==> src/rtl/fifo_read_bridge_pkg.sv <==
package fifo_read_bridge_pkg;

  // Read-path state: waiting for a request, or streaming a burst
  typedef enum logic {
    ST_IDLE = 1'b0,
    ST_DATA = 1'b1
  } rdState_t;

  // Strobes sent from control to datapath
  typedef struct packed {
    logic arHs;  // request handshake this cycle
    logic rHs;   // beat handshake this cycle
  } rdStrobes_t;

endpackage

==> src/rtl/fifo_read_bridge_ctrl.sv <==
module fifo_read_bridge_ctrl
  import fifo_read_bridge_pkg::*;
(
  input  logic       clk,
  input  logic       rstN,
  input  logic       arValid,
  input  logic       rReady,
  input  logic       lastBeat,
  output logic       arReady,
  output logic       rValid,
  output rdStrobes_t strb
);

  rdState_t state, nextState;

  always_ff @(posedge clk) begin
    if (!rstN) state <= ST_IDLE;
    else       state <= nextState;
  end

  always_comb begin
    nextState = state;
    arReady   = 1'b0;
    rValid    = 1'b0;
    unique case (state)
      ST_IDLE: begin
        arReady = 1'b1;
        if (arValid) nextState = ST_DATA;
      end
      ST_DATA: begin
        rValid = 1'b1;
        if (rReady && lastBeat) begin
          arReady = 1'b1;
          if (!arValid) nextState = ST_IDLE;
        end
      end
      default: nextState = ST_IDLE;
    endcase
  end

  assign strb.arHs = arReady & arValid;
  assign strb.rHs  = rValid & rReady;

  // with no burst active, a request can always be taken
  p_idle_ready_r2: assert property (@(posedge clk) disable iff (!rstN)
    !rValid |-> arReady);

  // valid is held until the final beat is taken
  p_valid_hold_r4: assert property (@(posedge clk) disable iff (!rstN)
    (rValid && !(rReady && lastBeat)) |=> rValid);

  // a request on the final beat chains straight into the next burst
  p_chain_r8: assert property (@(posedge clk) disable iff (!rstN)
    (rValid && rReady && lastBeat && arValid) |=> rValid);

  // no request is taken in the middle of a burst
  p_no_early_accept_r8: assert property (@(posedge clk) disable iff (!rstN)
    (rValid && !(rReady && lastBeat)) |-> !arReady);

endmodule

==> src/rtl/fifo_read_bridge_dp.sv <==
module fifo_read_bridge_dp
  import fifo_read_bridge_pkg::*;
#(
  parameter int          DATA_W    = 512,
  parameter int          LEN_W     = 8,
  parameter int          FILL_W    = 32,
  parameter logic [31:0] FILL_WORD = 32'h89AB_CDEF
) (
  input  logic              clk,
  input  logic              rstN,
  input  rdStrobes_t        strb,
  input  logic [LEN_W-1:0]  arLen,
  input  logic              fifoEmpty,
  input  logic [DATA_W-1:0] fifoData,
  output logic [DATA_W-1:0] rData,
  output logic              rLast,
  output logic              fifoRdEn
);

  localparam int FILL_REPS = DATA_W / FILL_W;

  logic [LEN_W-1:0]  lenReg;
  logic [LEN_W-1:0]  beatCnt;
  logic [DATA_W-1:0] fillVec;

  // Filler word replicated across the data width
  for (genvar i = 0; i < FILL_REPS; i++) begin : g_fill
    assign fillVec[i*FILL_W +: FILL_W] = FILL_WORD[FILL_W-1:0];
  end

  always_ff @(posedge clk) begin
    if (!rstN)          lenReg <= '0;
    else if (strb.arHs) lenReg <= arLen;
  end

  always_ff @(posedge clk) begin
    if (!rstN || strb.arHs) beatCnt <= '0;
    else if (strb.rHs)      beatCnt <= beatCnt + 1'b1;
  end

  assign rLast    = (beatCnt == lenReg);
  assign rData    = fifoEmpty ? fillVec : fifoData;
  assign fifoRdEn = strb.rHs & ~fifoEmpty;

  // the requested length is held for the burst
  p_len_capture_r3: assert property (@(posedge clk) disable iff (!rstN)
    strb.arHs |=> (lenReg == $past(arLen)));

  // every new burst starts counting from zero
  p_count_clear_r8: assert property (@(posedge clk) disable iff (!rstN)
    strb.arHs |=> (beatCnt == '0));

  // without a handshake the beat position does not move
  p_count_stall_r10: assert property (@(posedge clk) disable iff (!rstN)
    (!strb.rHs && !strb.arHs) |=> $stable(beatCnt));

  // never pop an empty FIFO
  p_pop_not_empty_r7: assert property (@(posedge clk) disable iff (!rstN)
    fifoRdEn |-> !fifoEmpty);

endmodule

==> src/rtl/fifo_read_bridge.sv <==
module fifo_read_bridge
  import fifo_read_bridge_pkg::*;
#(
  parameter int          DATA_W    = 512,
  parameter int          LEN_W     = 8,
  parameter int          ID_W      = 4,
  parameter int          FILL_W    = 32,
  parameter logic [31:0] FILL_WORD = 32'h89AB_CDEF
) (
  input  logic              clk,
  input  logic              rstN,
  input  logic              arValid,
  input  logic [LEN_W-1:0]  arLen,
  output logic              arReady,
  output logic              rValid,
  input  logic              rReady,
  output logic [DATA_W-1:0] rData,
  output logic              rLast,
  output logic [ID_W-1:0]   rId,
  output logic [1:0]        rResp,
  input  logic              fifoEmpty,
  input  logic [DATA_W-1:0] fifoData,
  output logic              fifoRdEn
);

  rdStrobes_t strb;

  fifo_read_bridge_ctrl uCtrl (
    .clk      (clk),
    .rstN     (rstN),
    .arValid  (arValid),
    .rReady   (rReady),
    .lastBeat (rLast),
    .arReady  (arReady),
    .rValid   (rValid),
    .strb     (strb)
  );

  fifo_read_bridge_dp #(
    .DATA_W    (DATA_W),
    .LEN_W     (LEN_W),
    .FILL_W    (FILL_W),
    .FILL_WORD (FILL_WORD)
  ) uDp (
    .clk       (clk),
    .rstN      (rstN),
    .strb      (strb),
    .arLen     (arLen),
    .fifoEmpty (fifoEmpty),
    .fifoData  (fifoData),
    .rData     (rData),
    .rLast     (rLast),
    .fifoRdEn  (fifoRdEn)
  );

  // single ID, always OKAY
  assign rId   = '0;
  assign rResp = 2'b00;

endmodule

==> config.mk <==
export PLATFORM = sky130hd
export DESIGN_NAME = fifo_read_bridge
export DESIGN_NICKNAME = d
export VERILOG_FILES = /design/src/rtl/fifo_read_bridge_pkg.sv /design/src/rtl/fifo_read_bridge_ctrl.sv /design/src/rtl/fifo_read_bridge_dp.sv /design/src/rtl/fifo_read_bridge.sv
export SDC_FILE = /design/constraint.sdc
export NUM_CORES = 1
export LEC_CHECK = 0
export ABC_AREA = 1
export BUFFER_PORTS_ARGS = -buffer_cell sky130_fd_sc_hd__buf_2
export CORE_AREA = 2 2 405 407
export DETAILED_ROUTE_END_ITERATION = 10
export DIE_AREA = 0 0 407 409
export GPL_TIMING_DRIVEN = 1
export SLEW_MARGIN = 30
export SYNTH_ARGS = -nofsm -noshare
export SYNTH_HDL_FRONTEND = slang
export SYNTH_HIERARCHICAL = 1
export SYNTH_SLANG_ARGS = --single-unit
==> constraint.sdc <==
create_clock -name clk -period 2.75 [get_ports clk]
set_input_delay 0 -clock clk [delete_from_list [all_inputs] [get_ports clk]]
set_output_delay 0 -clock clk [all_outputs]
set_load 0.01 [all_outputs]
# After elaboration in Yosys (flattened, before gate mapping)
# Cells that the tools add are included.
# totals
input_bits,525
regBits,17
romBits,0
ram_bits,0
memories,0
latch_bits,0
output_inout_bits,522
# op_classes
n_eq_ne,1
bitwise,5
n_lt_le_gt_ge,0
reduce_logical,3
shift,0
n_addsub,1
multipliers,0
n_mux,7
n_div,0
# op_table
cell,n
2-to-1 mux 512 bit,1
"adder 8 x 1 -> 8 bit, second input constant",1
equality test 8 bit,1
2-to-1 mux 1 bit,4
case mux 1 bit (2 select lines),2
AND 1 bit,3
inverter 1 bit,2
logical AND 1 bit,1
logical NOT 1 bit,1
logical OR 1 bit,1

# Logic depth before layout (Yosys ltp)
# Gate-level depths: netlist of run 1.
# depth
depth_word,6
mapped_depth,13

# By module
# The synthesis of run 1 kept the hierarchy.
# by_module_without_submodules
module,area_each_um2,instances,seq_area_each_um2,cells_each
fifo_read_bridge_dp,4603.2,1,320.3,866
fifo_read_bridge_ctrl,61.3,1,20.0,9
fifo_read_bridge,48.8,1,0.0,7

# Worst setup path before layout of run 1
# Ideal clock, no wire load.
# synth_timing
kind,reg2reg
from,reg uDp.beatCnt[2]
to,reg uDp.beatCnt[0]
n_path_buf,0
setup_ns,0.124
arrival_time_ns,1.748
stages_incl_launch_ff,14
setup_slack_ns,0.878
path_cell_list,dfxtp_1 inv_1 nand2_1 nand2_1 nor2_1 nand2_1 nor2_1 nand2_2 a21oi_1 inv_2 nand2_1 inv_2 o21ai_0 a21oi_1
# synth_lines
item,line,source
start: declaration,fifo_read_bridge_dp.sv:23,logic [LEN_W-1:0] beatCnt;
start signal: assignment,fifo_read_bridge_dp.sv:38,else if (strb.rHs) beatCnt <= beatCnt + 1'b1;

==> out/metrics.csv, run 1 <==
stage,metric,value,unit
outcome,outcome,finished with violations,
outcome,violations,negative hold slack,
finish,syn2layout_area_growth,168,%
placed_design,dp_cells,4053,
sta,fin_crit_sh,0.667,
pwr,ir_worst_vdd,0.225,mV
finish,fin_area,12600,um^2
cts,clk_latency,250,ps
die,rows,148,
finish,fillers,19500,
grt,grt_pass1_wl,173,mm
routing,vias,10500,
synth,ys_ff_latch,17,
die,die_area,166000,um^2
cts,cts_setup_buffers,0,
worst_setup_path,crit_arrival,1960,ps
synth,syn_area,4710,um^2
routing,viasPerCell,2.54,
synth,synth_top_area_share,0.372,
routing,drtAntennaViolNets,0,
die,die_x,407,um
synth,ys_warn_count,6,
placed_design,placed_cell_area,12400,um^2
synth,yosysSeqAreaShare,0.0722,
finish,drive_gt1_frac,0.586,
cts,cts_max_path_buffers,2,
grt,grt_usage,0.176,
cts,ctsHoldBuffers,5,
synth,syn_avg_cell_area,5.34,um^2
worst_setup_path,critPathCaptureType,flip-flop,
synth,ys.flop_type,dfxtp_1,
worst_setup_path,critPathLaunchType,flip-flop,
grt,antenna_found_initial,247,
die,fp.dieH,409,um
synth,yosys-top-cells-count,"or2_1 (280), nor2_1 (218), inv_1 (204)",
pwr,powerDensity,218,nW/um^2
routing,drc,0,
routing,firstDrtPassIters,5,
sta,slew_headroom,0.565,
grt,grt_max_degree,116,
routing,drtIter0Drc,586,
worst_hold_path,hp-class,in2reg,
synth,synth_cell_types,25,
synth,synth_edf_count,0,
worst_setup_path,critical_path_class,reg2reg,
cts,clockRootBuffer,clkbuf_16,
sta,fin_crit,1830,ps
die,initial_core_util,0.0291,
sta,whs,-1.21,ps
cts,cts_max_level,1,
cts,post_cts_resized,0,
grt,overflow,0,
placed_design,hpwl,147,mm
sta,setup_tns,0,ps
run,maxCapViolCount,0,
finish,nets,2414,
finish,multi_input_area,3160,um^2
sta,finClkSkew,1.89,ps
pwr,leakage,6.56,nW
synth,syn-instance-count,882,
synth,synthArstFlopShare,0,
grt,grt_pass1_vias,9772,
die,io_pins,1047,
worst_setup_path,crit_path_max_fanout,10,
cts,clock_sinks,17,
cts,path_clk_slew,50,ps
placed_design,gp_congestion,0.987,
sta,final_max_slew_viol_count,0,
synth,yosysTopAreaCell,or2_1,
routing,wl_per_cell,37.2,um
placed_design,port_buffers,1040,
synth,netlist_top_cells_area,"or2_1 (37%), nor2_1 (17%), inv_1 (16%)",
worst_setup_path,required,2870,ps
finish,stdcell_count,4110,
die,core_area,162000,um^2
sta,hold_violations,1,
sta,worst_pin_slew,651,ps
cts,cts_tree,built,
cts,cts_inserted_buffers,3,
synth,yosysMostFrequentCell,or2_1,
sta,setup-violations-final,0,
sta,fmaxAchievable,545,MHz
routing,finalWirelength,153,mm
finish,regArea,340,um^2
sta,rsz0062_at_grt,no,
routing by layer:
layer / part of all wire / vias up / GRT usage
met5: 0.0082 / - / 0
met4: 0.014 / 196 / 0.0114
met3: 0.13 / 350 / 0.0960
met2: 0.52 / 769 / 0.331
met1: 0.33 / 4652 / 0.174
li1: - / 4483 / -
metrics by stage:
| step | power [mW] | hold slack [ps] | worst slack, ps | util |
|---|---|---|---|---|
| 6_report | 2.76 | -1.21 | 915 | 0.0779 |
| 4_1_cts | 2.88 | 5.32 | 910 | 0.0772 |
| 5_1_grt | 2.90 | 14.0 | 638 | 0.0775 |
| 3_5_place_dp | 2.57 | 230 | 925 | 0.0764 |
| 2_1_floorplan | 0.946 | 83.2 | 878 | - |
| 3_3_place_gp | 2.60 | 229 | 926 | 0.0764 |
critical path, cell delays in order (launching register included):
cell and delay [ps]:
dfxtp_1 380, inv_1 90, nand2_1 60, nand2_1 60, nor2_1 100, nand2_1 60, nor2_1 160, nand2_2 80
a21oi_1 200, inv_2 140, nand2_1 160, inv_2 100, o21ai_0 80, a21oi_1 50
placed cells by master (no fill, tap or decap), types with 2 or more instances in the layout:
master / synthesis / routed
a21oi_1: 9 / 9
buf_12: 0 / 5
buf_2: 21 / 1039
buf_4: 6 / 9
clkbuf_16: 0 / 3
conb_1: 1 / 6
dfxtp_1: 17 / 17
diode_2: 0 / 48
dlygate4sd3_1: 0 / 5
inv_1: 204 / 204
inv_2: 2 / 2
nand2_1: 19 / 19
nand2_2: 3 / 3
nor2_1: 218 / 218
nor3_1: 3 / 3
o21ai_0: 10 / 10
or2_1: 280 / 280
or2_2: 40 / 40
xor2_1: 6 / 6
sequential cells by signal, summed over array words and instances, names as in the netlist:
name / flops
uCtrl/state: 1
uDp/lenReg: 8
uDp/beatCnt: 8
cell type report:
type / count / area share
Timing Repair Buffer: 1059 / 0.430
Multi-Input combinational cell: 601 / 0.250
Tap cell: 2175 / 0.216
Inverter: 206 / 0.0613
Sequential cell: 17 / 0.0270
Antenna cell: 48 / 0.00952
Clock buffer: 4 / 0.00625
logic make-up after synthesis:
kind of cell / share of synthesized area
and+or+nand+nor: 0.629
AOI/OAI and AO/OA: 0.0220
adders and majority gates: 0.00265
other: 0.000796
xor gates and xnor gates: 0.0111
buffers and inverters: 0.262
DFF: 0.0722
path summary, 6_finish.rpt:
path	start	end	slack, ps	cells after the start
max	uDp/beatCnt[2]$_SDFFE_PP0P_	uDp/beatCnt[0]$_SDFFE_PP0P_	920	13
min	arLen[7]	uDp/lenReg[7]$_SDFFE_PN0P_	-1	3
max reg2reg	uDp/beatCnt[2]$_SDFFE_PP0P_	uDp/beatCnt[0]$_SDFFE_PP0P_	920	13
min reg2reg	uDp/lenReg[2]$_SDFFE_PN0P_	uDp/lenReg[2]$_SDFFE_PN0P_	480	2
power by group:
part / internal, mW / switching [mW]
registers: 0.259 / 0.00845
logic: 0.736 / 1.46
clock network: 0.197 / 0.0925
total: 1.19 / 1.57
Note: power is estimated with default switching activity, not from simulation.
==> inputs of run 2 (changes only) <==
--- a/config.mk
+++ b/config.mk
@@ -7,9 +7,9 @@
 export LEC_CHECK = 0
 export ABC_AREA = 1
 export BUFFER_PORTS_ARGS = -buffer_cell sky130_fd_sc_hd__buf_2
-export CORE_AREA = 2 2 405 407
+export CORE_AREA = 2 2 403 405
 export DETAILED_ROUTE_END_ITERATION = 10
-export DIE_AREA = 0 0 407 409
+export DIE_AREA = 0 0 405 407
 export GPL_TIMING_DRIVEN = 1
 export SLEW_MARGIN = 30
 export SYNTH_ARGS = -nofsm -noshare
==> constraint.sdc (replaced) <==
create_clock -name clk -period 1.5 [get_ports clk]
set_input_delay 0 -clock clk [delete_from_list [all_inputs] [get_ports clk]]
set_output_delay 0 -clock clk [all_outputs]
set_load 0.01 [all_outputs]
==> out/metrics.csv, run 2 (synthesized netlist as in run 1, its figures left out) <==
stage,metric,value,unit,change
worst_setup_path,slowest_delay,320,ps,-60 ps
worst_setup_path,crit_path_max_fanout,6,,-4
worst_setup_path,worst_path_max_delay_cell,dfxtp_2,,
finish,drive_gt1_frac,0.605,,+0.0192
outcome,violations,"negative hold slack, negative setup slack",,
worst_setup_path,critPathLaunchType,flip-flop,,
sta,setup-violations-final,14,,+14
die,fp.dieH,407,um,-0.49%
cts,clk_latency,250,ps,about the same
worst_setup_path,crit_arrival,1680,ps,-280 ps
sta,final_max_slew_viol_count,0,,unchanged
cts,clock_sinks,17,,unchanged
die,initial_core_util,0.0294,,+0.000332
die,rows,147,,-0.68%
routing,drtIter0Drc,598,,+2.0%
worst_hold_path,hp-class,in2reg,,
placed_design,hpwl,142,mm,-3.0%
sta,whs,-2.44,ps,-1.23 ps
pwr,powerDensity,368,nW/um^2,+69%
placed_design,port_buffers,1040,,unchanged
finish,stdcell_count,4124,,+0.34%
grt,grt_pass1_wl,163,mm,-5.7%
cts,cts_max_path_buffers,2,,unchanged
worst_setup_path,crit_family,simple AND/OR/NAND/NOR gates,,
pwr,ir_worst_vdd,0.348,mV,+55%
worst_setup_path,cp_common_cell,nor2_1,,
routing,vias,10700,,+2.8%
cts,cts_tree,built,,
cts,path_clk_slew,50,ps,about the same
worst_setup_path,rr_startpoint,uDp/lenReg[1]$_SDFFE_PN0P_,,
sta,rsz0062_at_grt,yes,,
sta,fin_crit_sh,1.02,,+0.356
worst_setup_path,critical_path_class,reg2reg,,
finish,mostFrequentLayoutCells,"buf_2 (1034), or2_1 (280), nor2_1 (210)",,
routing,firstDrtPassIters,6,,+1
sta,fmaxAchievable,652,MHz,+20%
finish,nets,2435,,+0.87%
grt,grt_max_degree,58,,-50%
sta,fin_crit,1530,ps,-301 ps
worst_hold_path,min_from,arLen[4],,
routing,wl_per_cell,35.7,um,-4.0%
grt,gr-max-usage-layer,met2,,
placed_design,gp_congestion,1.05,,+6.8%
outcome,outcome,finished with violations,,
grt,antenna_found_initial,322,,+30%
routing,finalWirelength,147,mm,-3.7%
grt,gr-usage-met2,0.312,,-0.0190
pwr,total_power,4.79,mW,+74%
die,core_area,160000,um^2,-1.1%
finish,mostFrequentLayoutCell,buf_2,,
worst_setup_path,cp-startpoint,uDp/lenReg[1]$_SDFFE_PN0P_,,
finish,reg_top3,"uDp/beatCnt (8), uDp/lenReg (8), uCtrl/state (1)",,
worst_setup_path,worstPathCellList,xor2_1 -> nor2_1 -> nand2_1 -> nor2_4 -> nand2_2 -> a21oi_4 -> inv_4 -> buf_6 -> nor2_2 -> nor2_1,,
grt,grt_pass1_vias,8917,,-8.7%
grt,grt_usage,0.169,,-0.00641
placed_design,place_worst_setup_slack,-67.1,ps,-992 ps
worst_setup_path,critPathCaptureType,flip-flop,,
grt,overflow,0,,unchanged
finish,syn2layout_area_growth,176,%,
cts,cts_inserted_buffers,3,,unchanged
sta,fin_ws,-34.1,ps,-949 ps
routing,drtAntennaViolNets,0,,unchanged
worst_setup_path,path_buf_inv,2,,-1
grt,grt_util_met1,0.158,,-0.0163
die,io_pins,1047,,unchanged
grt,grt_util_met3,0.119,,+0.0234
pwr,leakage,6.72,nW,+2.6%
routing,viasPerCell,2.60,,+2.4%
run,maxCapViolCount,0,,unchanged
finish,fillers,19200,,-1.6%
worst_setup_path,required,1640,ps,-1230 ps
die,die_x,405,um,-0.49%
routing,drc,0,,unchanged
placed_design,dp_cells,4057,,+0.099%
die,die_area,165000,um^2,-0.98%
sta,finClkSkew,2.81,ps,+0.919 ps
cts,cts_max_level,1,,unchanged
cts,clockRootBuffer,clkbuf_16,,
sta,hold_violations,1,,unchanged
run 2: changes by cell type in the layout (fill, tap and decap cells not counted), moves of 4 or more:
cell	previous run	this run
buf_4	9	22
dfxtp_1	17	8
dfxtp_2	0	9
diode_2	48	56
nor2_1	218	210
buf_12	5	12
buf_6	0	6
buf_2	1039	1034
nand2_1	19	15
nor2_2	1	5
nor2_4	1	5
run 2: cell type report:
cell class | count | area [um^2] | area share
clock buffers | 4 | 78.8 | 0.00606
repair buffers | 1080 | 5710 | 0.439
inverters | 206 | 778 | 0.0598
multi-input cells | 601 | 3250 | 0.250
well taps | 2160 | 2700 | 0.208
flip-flops and latches | 17 | 352 | 0.0270
diodes | 56 | 140 | 0.0108
run 2: per-layer routing:
metal | vias up | share of wire
met1 | 4658 | 0.31
met5 | - | 0.011
li1 | 4548 | -
met2 | 851 | 0.51
met4 | 256 | 0.015
met3 | 427 | 0.16
run 2: path summary, 6_finish.rpt:
check / endpoint / slack, ps / cells past startpoint
setup / recovery: uDp/lenReg[0]$_SDFFE_PN0P_ / -30 / 10
hold / removal: uDp/lenReg[4]$_SDFFE_PN0P_ / -2 / 3
setup reg to reg: uDp/lenReg[0]$_SDFFE_PN0P_ / -30 / 10
hold reg to reg: uDp/lenReg[0]$_SDFFE_PN0P_ / 520 / 2
run 2: stage by stage:
| step | utilization | setup TNS (ps) | area, um^2 | hold slack, ps |
|---|---|---|---|---|
| after floorplan | - | -142 | 4760 | 83.2 |
| after global placement | 0.0788 | -846 | 12600 | 229 |
| after detailed placement | 0.0788 | -697 | 12600 | 226 |
| after CTS | 0.0798 | -61.2 | 12800 | 3.56 |
| after global routing | 0.0808 | -2120 | 12900 | 14.4 |
| final | 0.0812 | -209 | 13000 | -2.44 |
run 2: where the power goes:
group	switching [mW]	total, mW	internal [mW]
Combinational	2.31	3.75	1.43
Clock	0.195	0.557	0.362
Sequential	0.0138	0.490	0.476
run 2: worst reg2reg max path, delay by kind of cell (launching register included):
kind            cells  cell delay (ps)
buf+inv             2              220
compound gates      1              180
xor+xnor            1              150
simple gates        6              570
flops               1              320
run 2: timing repair:
item / in CTS / in global routing
resized for setup: 10 / 25
endpoints found under the setup margin: 16 / 18
hold buffers: 5 / 0
pin swaps: 7 / 9
endpoints found under the hold margin: 5 / 0
buffers inserted: 2 / 0
==> inputs of run 3 (changes only) <==
--- a/config.mk
+++ b/config.mk
@@ -5,7 +5,6 @@
 export SDC_FILE = /design/constraint.sdc
 export NUM_CORES = 1
 export LEC_CHECK = 0
-export ABC_AREA = 1
 export BUFFER_PORTS_ARGS = -buffer_cell sky130_fd_sc_hd__buf_2
 export CORE_AREA = 2 2 403 405
 export DETAILED_ROUTE_END_ITERATION = 10
==> out/metrics.csv, run 3 <==
stage,metric,value,unit,change
sta,hold_violations,0,,-1
routing,wl_per_cell,39.8,um,+12%
finish,fillers,19100,,-0.61%
sta,slew_headroom,0.663,,
die,io_pins,1047,,unchanged
finish,reg_top3,"uDp/beatCnt (8), uDp/lenReg (8), uCtrl/state (1)",,
synth,syn_avg_cell_area,6.49,um^2,+21%
finish,multi_input_area,3730,um^2,+15%
synth,yosysMostFrequentCell,or2_2,,
cts,cts_max_path_buffers,2,,unchanged
worst_setup_path,required,1640,ps,about the same
synth,synthArstFlopShare,0,,unchanged
worst_setup_path,critical_path_class,reg2reg,,
sta,rsz0062_at_grt,yes,,
cts,cts_max_level,1,,unchanged
worst_setup_path,path_buf_inv,1,,-1
grt,grt_pass1_vias,9066,,+1.7%
worst_setup_path,slowest_delay,320,ps,about the same
placed_design,gp_congestion,0.971,,-7.8%
cts,clockRootBuffer,clkbuf_16,,
cts,path_clk_slew,60,ps,about the same
synth,netlist_top_cells_area,"or2_2 (46%), nor2b_1 (30%), dfxtp_1 (8.0%)",,
worst_setup_path,worst_path_max_delay_cell,dfxtp_2,,
sta,setup-violations-final,15,,+1
sta,fmaxAchievable,642,MHz,-1.5%
routing,drtIter0Drc,547,,-8.5%
die,fp.dieH,407,um,unchanged
pwr,powerDensity,388,nW/um^2,+5.3%
sta,worst_pin_slew,506,ps,
synth,synth_top_area_share,0.460,,+0.0882
synth,yosysTopAreaCell,or2_2,,
worst_setup_path,crit_path_max_fanout,8,,+2
worst_hold_path,hp-class,in2reg,,
synth,yosys-top-cells-count,"or2_2 (314), nor2b_1 (202), clkbuf_1 (53)",,
routing,finalWirelength,156,mm,+5.8%
synth,ys_ff_latch,17,,unchanged
die,rows,147,,unchanged
die,initial_core_util,0.0267,,-0.00276
sta,fin_crit_sh,1.04,,+0.0152
pwr,leakage,5.71,nW,-15%
finish,final_core_util,0.0788,,-0.00244
routing,firstDrtPassIters,5,,-1
die,die_x,405,um,unchanged
finish,mostFrequentLayoutCells,"buf_2 (1037), or2_2 (314), nor2b_1 (201)",,
worst_setup_path,worstPathCellList,xnor2_1 -> nand4_1 -> nor2_4 -> a21boi_4 -> nor2b_4 -> buf_6 -> nand2b_4 -> nor2_1,,
die,die_area,165000,um^2,unchanged
sta,fin_ws,-57.0,ps,-22.9 ps
sta,finClkSkew,6.22,ps,+3.41 ps
finish,regArea,352,um^2,unchanged
cts,clk_latency,250,ps,about the same
synth,yosysSeqAreaShare,0.0797,,+0.00747
routing,viasPerCell,2.66,,+2.3%
routing,drc,0,,unchanged
routing,vias,10400,,-2.9%
synth,synth_edf_count,0,,unchanged
pwr,total_power,4.90,mW,+2.2%
finish,mostFrequentLayoutCell,buf_2,,
pwr,ir_worst_vdd,0.348,mV,about the same
grt,grt_max_degree,84,,+45%
synth,syn_area,4270,um^2,-9.4%
synth,synth_cell_types,25,,unchanged
sta,fin_crit,1560,ps,+22.9 ps
cts,cts_inserted_buffers,3,,unchanged
synth,ys.flop_type,dfxtp_1,,
grt,grt_pass1_wl,173,mm,+6.0%
die,core_area,160000,um^2,unchanged
grt,antenna_found_initial,368,,+14%
synth,syn-instance-count,658,,-25%
grt,overflow,0,,unchanged
finish,drive_gt1_frac,0.846,,+0.241
synth,ys_warn_count,6,,unchanged
placed_design,hpwl,151,mm,+5.9%
worst_setup_path,critPathCaptureType,flip-flop,,
sta,final_max_slew_viol_count,0,,unchanged
placed_design,port_buffers,1040,,unchanged
worst_setup_path,crit_family,simple AND/OR/NAND/NOR gates,,
cts,clock_sinks,17,,unchanged
finish,syn2layout_area_growth,195,%,
finish,nets,2198,,-9.7%
run,maxCapViolCount,0,,unchanged
worst_setup_path,critPathLaunchType,flip-flop,,
cts,cts_tree,built,,
routing,drtAntennaViolNets,0,,unchanged
outcome,outcome,finished with violations,,
outcome,violations,negative setup slack,,
grt,grt_usage,0.179,,+0.00957
worst_setup_path,crit_arrival,1700,ps,+20 ps
-- run 3: changes by cell type in the layout (fill, tap and decap cells not counted), moves of 7 or more --
cell and change:
or2_1 -274, nor2b_1 +201, nor2_1 -209, diode_2 +25
or2_2 +274, nand2_1 -13, mux2i_1 +8, inv_1 -203
a21oi_1 -7
-- run 3: cell families after synthesis --
family / count (synthesis) / synth area share
and+or+nand+nor: 542 / 0.790
buffers and inverters: 68 / 0.0674
DFF: 17 / 0.0797
xor gates and xnor gates: 12 / 0.0246
muxes: 9 / 0.0211
AOI/OAI and AO/OA: 8 / 0.0132
adders and majority gates: 1 / 0.00293
other: 1 / 0.000878
-- run 3: worst min-delay path: cells and delay by family --
kind	cells	cell delay (ps)
buffers and inverters	1	80
multiplexers	1	60
AND/OR/NAND/NOR	1	110
-- run 3: repair_timing --
item	CTS	global route
endpoints found under the hold margin	0	0
cloned	0	0
resized for setup	5	21
hold buffers	0	0
setup buffers	1	1
pin swaps	9	6
endpoints found under the setup margin	17	18
-- run 3: area by class of cell --
class / count / area share
tap: 2160 / 0.214
antenna: 81 / 0.0161
clock buffer: 3 / 0.00595
sequential: 17 / 0.0279
multi-input combinational: 578 / 0.296
timing repair buffer: 1071 / 0.439
inverter: 1 / 0.000297
clock inverter: 1 / 0.000595
-- run 3: layer usage --
layer / track usage / up-vias / part of all wire
li1: - / 4104 / -
met1: 0.152 / 4633 / 0.28
met2: 0.345 / 942 / 0.53
met3: 0.128 / 468 / 0.16
met4: 0.0145 / 278 / 0.018
met5: 0.00416 / - / 0.012
-- run 3: power breakdown --
group | total (mW) | switching (mW) | internal [mW]
clock | 0.555 | 0.195 | 0.360
sequential | 0.485 | 0.0152 | 0.470
combinational | 3.86 | 2.33 | 1.53
-- run 3: path summary, 6_finish.rpt --
kind                          startpoint                           to  slack (ps)  cells past startpoint
max reg2reg   uDp/lenReg[2]$_SDFFE_PN0P_  uDp/beatCnt[4]$_SDFFE_PP0P_         -60                      8
min                             arLen[3]   uDp/lenReg[3]$_SDFFE_PN0P_          30                      3
min reg2reg  uDp/beatCnt[7]$_SDFFE_PP0P_  uDp/beatCnt[7]$_SDFFE_PP0P_         540                      2
max           uDp/lenReg[2]$_SDFFE_PN0P_  uDp/beatCnt[4]$_SDFFE_PP0P_         -60                      8
-- run 3: per-stage QoR --
step	instance area, um^2	setup TNS, ps	hold WS (ps)	setup slack [ps]	cells
floorplan	4340	-1370	104	-121	663
finish	12600	-531	33.6	-57.0	3912
CTS	12300	-1110	22.4	-89.5	3830
global placement	12200	-2070	264	-147	3825
global route	12500	-2510	37.4	-182	3881
detailed placement	12200	-1720	264	-131	3825
